--- src/rtl/evt_pkg.sv ---
package evt_pkg;
  localparam int NLOC     = 8;
  localparam int REL_SLOT = 6;
  localparam int NREQ     = NLOC + 1;
  localparam int IDX_W    = 4;
  localparam int CODE_W   = 16;
  localparam int DATA_W   = 32;
  localparam int PAY_W    = CODE_W + DATA_W;

  // fixed code table, indexed by local trigger number
  function automatic logic [CODE_W-1:0] loc_code(input logic [IDX_W-1:0] i);
    case (i)
      4'd0:    loc_code = 16'h0211;
      4'd1:    loc_code = 16'h0212;
      4'd2:    loc_code = 16'h0201;
      4'd3:    loc_code = 16'h0202;
      4'd4:    loc_code = 16'h0203;
      4'd5:    loc_code = 16'h0204;
      4'd6:    loc_code = 16'h0221;
      4'd7:    loc_code = 16'h0222;
      default: loc_code = 16'h0000;
    endcase
  endfunction
endpackage

--- src/rtl/evt_trig_sync.sv ---
module evt_trig_sync #(
  parameter int N = 8
) (
  input  logic         clk,
  input  logic         rst_n,
  input  logic [N-1:0] din,
  input  logic [N-1:0] en,
  input  logic [N-1:0] clr,
  output logic [N-1:0] pend
);
  for (genvar g = 0; g < N; g++) begin : g_ch
    logic s1_q, s2_q, s3_q, pend_q, pend_d;

    always_comb pend_d = (pend_q & ~clr[g]) | (s2_q & ~s3_q & en[g]);

    always_ff @(posedge clk or negedge rst_n) begin
      if (!rst_n) begin
        s1_q   <= 1'b0;
        s2_q   <= 1'b0;
        s3_q   <= 1'b0;
        pend_q <= 1'b0;
      end else begin
        s1_q   <= din[g];
        s2_q   <= s1_q;
        s3_q   <= s2_q;
        pend_q <= pend_d;
      end
    end

    assign pend[g] = pend_q;
  end
endmodule

--- src/rtl/evt_prio_arb.sv ---
module evt_prio_arb #(
  parameter int N  = 9,
  parameter int IW = 4
) (
  input  logic [N-1:0]  req,
  output logic [N-1:0]  grant,
  output logic [IW-1:0] idx,
  output logic          any
);
  always_comb begin
    grant = '0;
    idx   = '0;
    any   = 1'b0;
    for (int i = 0; i < N; i++) begin
      if (req[i] && !any) begin
        grant[i] = 1'b1;
        idx      = IW'(i);
        any      = 1'b1;
      end
    end
  end
endmodule

--- src/rtl/evt_ref_mon.sv ---
module evt_ref_mon #(
  parameter int WD_LIMIT = 16
) (
  input  logic clk,
  input  logic rst_n,
  input  logic ref_in,
  input  logic fault_clr,
  output logic ref_pulse,
  output logic fault
);
  localparam int CW = $clog2(WD_LIMIT + 1);

  logic          r1_q, r2_q, r3_q;
  logic [CW-1:0] cnt_q, cnt_d;
  logic          fault_q, fault_d;

  assign ref_pulse = r2_q & ~r3_q;
  assign fault     = fault_q;

  always_comb begin
    cnt_d = cnt_q;
    if (fault_clr || ref_pulse)        cnt_d = '0;
    else if (cnt_q != CW'(WD_LIMIT))   cnt_d = cnt_q + CW'(1);
    fault_d = fault_q;
    if (fault_clr)                     fault_d = 1'b0;
    else if (cnt_d == CW'(WD_LIMIT))   fault_d = 1'b1;
  end

  always_ff @(posedge clk or negedge rst_n) begin
    if (!rst_n) begin
      r1_q    <= 1'b0;
      r2_q    <= 1'b0;
      r3_q    <= 1'b0;
      cnt_q   <= '0;
      fault_q <= 1'b0;
    end else begin
      r1_q    <= ref_in;
      r2_q    <= r1_q;
      r3_q    <= r2_q;
      cnt_q   <= cnt_d;
      fault_q <= fault_d;
    end
  end
endmodule

--- src/rtl/evt_mm_ser.sv ---
module evt_mm_ser #(
  parameter int PAY_W = 48
) (
  input  logic             clk,
  input  logic             rst_n,
  input  logic             launch,
  input  logic [PAY_W-1:0] payload,
  output logic             line,
  output logic             busy
);
  localparam int FR_W = PAY_W + 2;
  localparam int CNW  = $clog2(FR_W);

  logic [FR_W-1:0] sh_q, sh_d;
  logic [CNW-1:0]  cnt_q, cnt_d;
  logic            half_q, half_d, busy_q, busy_d, line_q, line_d;

  always_comb begin
    line_d = line_q;
    busy_d = busy_q;
    half_d = half_q;
    cnt_d  = cnt_q;
    sh_d   = sh_q;
    if (!busy_q) begin
      line_d = ~line_q;
      if (launch) begin
        busy_d = 1'b1;
        half_d = 1'b1;
        cnt_d  = '0;
        sh_d   = {1'b0, payload, ~^payload};
      end
    end else if (!half_q) begin
      line_d = ~line_q;
      half_d = 1'b1;
    end else begin
      if (sh_q[FR_W-1]) line_d = ~line_q;
      sh_d   = sh_q << 1;
      half_d = 1'b0;
      if (cnt_q == CNW'(FR_W - 1)) busy_d = 1'b0;
      else                         cnt_d  = cnt_q + CNW'(1);
    end
  end

  always_ff @(posedge clk or negedge rst_n) begin
    if (!rst_n) begin
      sh_q   <= '0;
      cnt_q  <= '0;
      half_q <= 1'b0;
      busy_q <= 1'b0;
      line_q <= 1'b0;
    end else begin
      sh_q   <= sh_d;
      cnt_q  <= cnt_d;
      half_q <= half_d;
      busy_q <= busy_d;
      line_q <= line_d;
    end
  end

  assign line = line_q;
  assign busy = busy_q;
endmodule

--- src/rtl/evt_frame_gen.sv ---
module evt_frame_gen
  import evt_pkg::*;
#(
  parameter int WD_LIMIT = 16
) (
  input  logic              clk,
  input  logic              rst_n,
  input  logic [NLOC-1:0]   trig_in,
  input  logic [NLOC-1:0]   trig_en,
  input  logic              relay_stb,
  input  logic              relay_en,
  input  logic [CODE_W-1:0] relay_code,
  input  logic [DATA_W-1:0] relay_data,
  input  logic [DATA_W-1:0] stamp,
  input  logic              ref_in,
  input  logic              fault_clr,
  output logic              line_out,
  output logic              permit_ok
);
  logic [NLOC-1:0]   loc_pend, loc_clr;
  logic [NREQ-1:0]   req, req_eff, grant_oh, clr_oh;
  logic [IDX_W-1:0]  gidx, lidx;
  logic              grant_any, launch, busy, ref_pulse, fault;
  logic              rel_pend_q, rel_pend_d, rel_take, rel_clr;
  logic [CODE_W-1:0] rel_code_q, rel_code_d, code_sel;
  logic [DATA_W-1:0] rel_data_q, rel_data_d, data_sel;

  evt_trig_sync #(.N(NLOC)) u_trig (
    .clk(clk), .rst_n(rst_n), .din(trig_in), .en(trig_en),
    .clr(loc_clr), .pend(loc_pend)
  );

  evt_ref_mon #(.WD_LIMIT(WD_LIMIT)) u_ref (
    .clk(clk), .rst_n(rst_n), .ref_in(ref_in), .fault_clr(fault_clr),
    .ref_pulse(ref_pulse), .fault(fault)
  );

  // relayed request sits between the bunch events and the rate events
  assign req     = {loc_pend[NLOC-1:REL_SLOT], rel_pend_q, loc_pend[REL_SLOT-1:0]};
  assign req_eff = fault ? (req & NREQ'(1)) : req;

  evt_prio_arb #(.N(NREQ), .IW(IDX_W)) u_arb (
    .req(req_eff), .grant(grant_oh), .idx(gidx), .any(grant_any)
  );

  assign launch  = !busy && grant_any && (fault || ref_pulse);
  assign clr_oh  = launch ? grant_oh : '0;
  assign loc_clr = {clr_oh[NREQ-1:REL_SLOT+1], clr_oh[REL_SLOT-1:0]};
  assign rel_clr = clr_oh[REL_SLOT];

  always_comb begin
    rel_take   = relay_stb && relay_en && (!rel_pend_q || rel_clr);
    rel_pend_d = rel_take || (rel_pend_q && !rel_clr);
    rel_code_d = rel_take ? relay_code : rel_code_q;
    rel_data_d = rel_take ? relay_data : rel_data_q;
    lidx       = (gidx > IDX_W'(REL_SLOT)) ? gidx - IDX_W'(1) : gidx;
    code_sel   = (gidx == IDX_W'(REL_SLOT)) ? rel_code_q : loc_code(lidx);
    data_sel   = (gidx == IDX_W'(REL_SLOT)) ? rel_data_q : stamp;
  end

  always_ff @(posedge clk or negedge rst_n) begin
    if (!rst_n) begin
      rel_pend_q <= 1'b0;
      rel_code_q <= '0;
      rel_data_q <= '0;
    end else begin
      rel_pend_q <= rel_pend_d;
      rel_code_q <= rel_code_d;
      rel_data_q <= rel_data_d;
    end
  end

  evt_mm_ser #(.PAY_W(PAY_W)) u_ser (
    .clk(clk), .rst_n(rst_n), .launch(launch),
    .payload({code_sel, data_sel}), .line(line_out), .busy(busy)
  );

  assign permit_ok = ~fault;
endmodule

--- config.mk ---
export PLATFORM = sky130hd
export DESIGN_NAME = evt_frame_gen
export DESIGN_NICKNAME = d
export VERILOG_FILES = /design/src/rtl/evt_pkg.sv /design/src/rtl/evt_trig_sync.sv /design/src/rtl/evt_prio_arb.sv /design/src/rtl/evt_ref_mon.sv /design/src/rtl/evt_mm_ser.sv /design/src/rtl/evt_frame_gen.sv
export SDC_FILE = /design/constraint.sdc
export NUM_CORES = 1
export LEC_CHECK = 0
export ABC_AREA = 1
export BUFFER_PORTS_ARGS = -buffer_cell sky130_fd_sc_hd__buf_2
export CORE_MARGIN = 5
export CORE_UTILIZATION = 43
export CTS_CLUSTER_DIAMETER = 100
export CTS_CLUSTER_SIZE = 16
export DETAILED_ROUTE_END_ITERATION = 8
export PLACE_DENSITY = 0.7
export SLEW_MARGIN = 20
export SYNTH_ARGS = -nofsm -noshare
export SYNTH_HDL_FRONTEND = slang
export SYNTH_SLANG_ARGS = --single-unit
--- constraint.sdc ---
create_clock -name clk -period 3.9 [get_ports clk]
set_input_delay 0.195 -clock clk [delete_from_list [all_inputs] [get_ports clk]]
set_output_delay 0.195 -clock clk [all_outputs]
set_load 0.03 [all_outputs]
==> impl_metrics.tcl <==
set metrics [dict create \
    synth_area_leaders "dfrtp_1, nand2_1, a21oi_1" \
    cts_buffer_depth 2 \
    viasPerCell 4.97 \
    num-nets-final 1322 \
    start_util_pct 43.5 \
    drc 0 \
    synth_top_area_cell "dfrtp_1" \
    rsz0062_at_grt "false" \
    tightest_slew_ns 0.853 \
    synth_edf_count 0 \
    seq_area_frac_synth_pct 46.0 \
    wl_met1_mm 9.26 \
    cpPeakStageDelay_ns 0.46 \
    wl_met3_microns 894 \
    grtUsageTotal_pct 18.8 \
    cp-start-kind "register" \
    dieArea_sq_um 21700 \
    tns_ns 0 \
    report.final.slew_viol_count 0 \
    grt_max_degree 87 \
    cts_sinks 149 \
    met2_length_mm 9.14 \
    synth_top_area_share_pct 46.0 \
    cts_tree "done" \
    min_period_ns 3.08 \
    maxCapViolations 0 \
    pwr-share-seq_pct 42.1 \
    cts_resized 0 \
    die_h_microns 147 \
    core_area_sq_um 18600 \
    r2r_cells 11 \
    pin_count 104 \
    place.gp.congestion 0.850 \
    p_sw_share_pct 32.9 \
    portBuffers 103 \
    post_drt_wl_per_cell_microns 13.4 \
    power.switching_mw 1.61 \
    grt_pass1_wl_mm 33.4 \
    hold_class "in2reg" \
    required_ns 4.18 \
    grt_pass1_vias 7107 \
    grt-ovfl-total 0 \
    ir_drop_mv 0.342 \
    root_buffer "clkbuf_16" \
    utilization_pct 52.4 \
    whs_path_depth 3 \
    slowest_stage "inv_2" \
    fin_crit_sh_pct 78.9 \
    die_w_microns 147 \
    path_clk_slew_ns 0.07 \
    cpLargestDelayFamily "simple AND/OR/NAND/NOR gates" \
    pwr-share-comb_pct 22.7 \
    cp.arrival_ns 3.36 \
    setup_viol 0 \
    htreeDepth 4 \
    syn_inst 1093 \
    status "finished clean" \
    firstDrtPassIters 5 \
    clock.fmax_ghz 0.325 \
    ant_nets 0 \
    clock_skew_ns 0.00848 \
    crit_chain "inv_2 -> a21oi_4 -> nand4_2 -> nor2_4 -> o2111ai_1 -> nand2_1 -> inv_2 -> nor2_4 -> inv_2 -> o211ai_1 -> o21ai_1" \
    dr.max_layer_used "met4" \
    cts_buffers 17 \
    async_flop_share_pct 100 \
    cp_num_buf_inv 3 \
    clk_latency_ns 0.44 \
    finalHoldViolations 0 \
    dp_hpwl_mm 13.5 \
    clockPowerShare_pct 35.1 \
    synth_cell_type_count 40 \
    path_max_fanout 48 \
    path_class "reg2reg" \
    cts_setup_buffers 0 \
    place_area_sq_um 8770 \
    cts_hold_buffers 38 \
    antenna_found_initial 0 \
    p_leak_nw 5.15 \
    relSlewSlack_pct 43.1 \
    antennaDiodeCount 0 \
    crit_path_end_kind "register" \
    fillers 1748 \
    final_area_sq_um 9760 \
    synthFlopType "dfrtp_1" \
    crit_path_frequent_cell "inv_2" \
    postSynthAreaPerCell_sq_um 7.42 \
    drive_gt1_share_pct 15.4 \
    p_total_mw 4.89 \
    cp.depth 11 \
    ys_ff_latch 149 \
    wirelength_mm 19.6 \
    powerDensity_nw_per_um2 501 \
    hold_ws_ns 0.0125 \
    internal-power_mw 3.28 \
    synth.net_count 1200 \
    rows 50 \
    dr_total_vias 7261 \
    syn-cell-area_sq_um 8110 \
    dr.first_iter.drc_count 466 \
    yosysWarnings 0 \
    area_delta_synth_final_pct 20.4 \
]
-- through the flow --
| step | setup WS, ns | instances |
|---|---|---|
| 2_1_floorplan | 1.24 | 1093 |
| 3_3_place_gp | 0.916 | 1392 |
| 3_5_place_dp | 0.833 | 1392 |
| 4_1_cts | 0.794 | 1462 |
| 5_1_grt | 0.487 | 1462 |
| 6_report | 0.822 | 1462 |
-- routing by layer --
metal | vias up | GRT usage (%)
met3 | 25 | 4.01
met2 | 165 | 30.5
met5 | - | 0
li1 | 3721 | -
met4 | 0 | 6.01
met1 | 3350 | 25.3
-- path summary, 6_finish.rpt --
kind	startpoint	endpoint	slack, ns
setup / recovery	u_ref.fault	u_ser.sh_q[47]	0.82
hold / removal	relay_data[12]	rel_data_q[12]	0.01
setup reg to reg	u_ref.fault	u_ser.sh_q[47]	0.82
hold reg to reg	u_ref.r1_q	u_ref.r2_q	0.35
max in group asynchronous	rst_n	rel_data_q[2]	2.72
min in group asynchronous	rst_n	u_ref.cnt_q[1]	0.38
-- Yosys cell counts, drive strengths merged (2+ instances only) --
cell type and instances:
xor2 7, a21oi 125, o21ai 42, nand4 9
ha 5, dfrtp 149, o22ai 2, clkinv 2
nand3b 4, inv 110, nor3 3, nor2 116
clkbuf 19, or2 4, nand2 364, xnor2 3
o211ai 2, a32o 5, buf 30, mux2 20
nand3 68
-- placed cells by master (no fill, tap or decap), types with 3 or more instances in the layout --
cell / instances
o21ai_1: 20
ha_1: 5
nor2_4: 3
nor3_1: 3
xor2_1: 7
nor2_2: 3
inv_2: 5
nand2_1: 361
mux2_2: 20
inv_6: 5
a21oi_1: 124
nor2_1: 110
inv_8: 5
nand3_1: 66
inv_1: 105
clkbuf_16: 17
buf_2: 102
a32o_1: 5
o21ai_0: 21
buf_4: 9
nand4_1: 6
xnor2_1: 3
nand3b_1: 4
dlygate4sd3_1: 38
dfrtp_1: 149
-- flip-flops by register name, indices dropped and copies added, names as in the netlist --
register	flops
rel_code_q	16
rel_data_q	32
rel_pend_q	1
u_ref.cnt_q	5
u_ref.fault	1
u_ref.r1_q	1
u_ref.r2_q	1
u_ref.r3_q	1
u_ser.busy	1
u_ser.cnt_q	6
u_ser.half_q	1
u_ser.line	1
u_ser.sh_q	50
u_trig.g_ch.pend_q	8
u_trig.g_ch.s1_q	8
u_trig.g_ch.s2_q	8
u_trig.g_ch.s3_q	8
-- worst register-to-register path, stage by stage (launching register included) --
cell	delay, ns
dfrtp_1	0.39
inv_2	0.14
a21oi_4	0.19
nand4_2	0.13
nor2_4	0.38
o2111ai_1	0.17
nand2_1	0.19
inv_2	0.16
nor2_4	0.41
inv_2	0.46
o211ai_1	0.22
o21ai_1	0.10
-- area by class of cell --
type	instances	area (sq um)	share of cell area, %
clock buffers	17	425	4.36
multi-input cells	783	3700	37.9
flip-flops and latches	149	3730	38.2
clock inverters	15	185	1.90
repair buffers	152	1010	10.3
inverters	112	420	4.31
well taps	234	293	3.00
-- power groups by stage --
stage          clock (mW)  sequential (mW)  combinational, mW
3_5_place_dp            0             2.08               1.09
6_report             1.72             2.06               1.11
4_1_cts              1.75             2.06               1.12
3_3_place_gp            0             2.08               1.04
2_1_floorplan           0             2.04              0.810
5_1_grt              1.83             2.10               1.29
-- cell families (layout without fill, tap and decap cells) --
| logic type | after synthesis | in the layout | synth area share, % |
|---|---|---|---|
| flops | 149 | 149 | 46.0 |
| simple gates | 568 | 568 | 29.0 |
| mux | 20 | 20 | 2.78 |
| buf+inv | 161 | 296 | 8.58 |
| compound gates | 180 | 180 | 11.8 |
| xor+xnor | 10 | 10 | 1.08 |
| fa+ha+maj | 5 | 5 | 0.772 |
No activity file was read; power rests on OpenSTA's default activity.
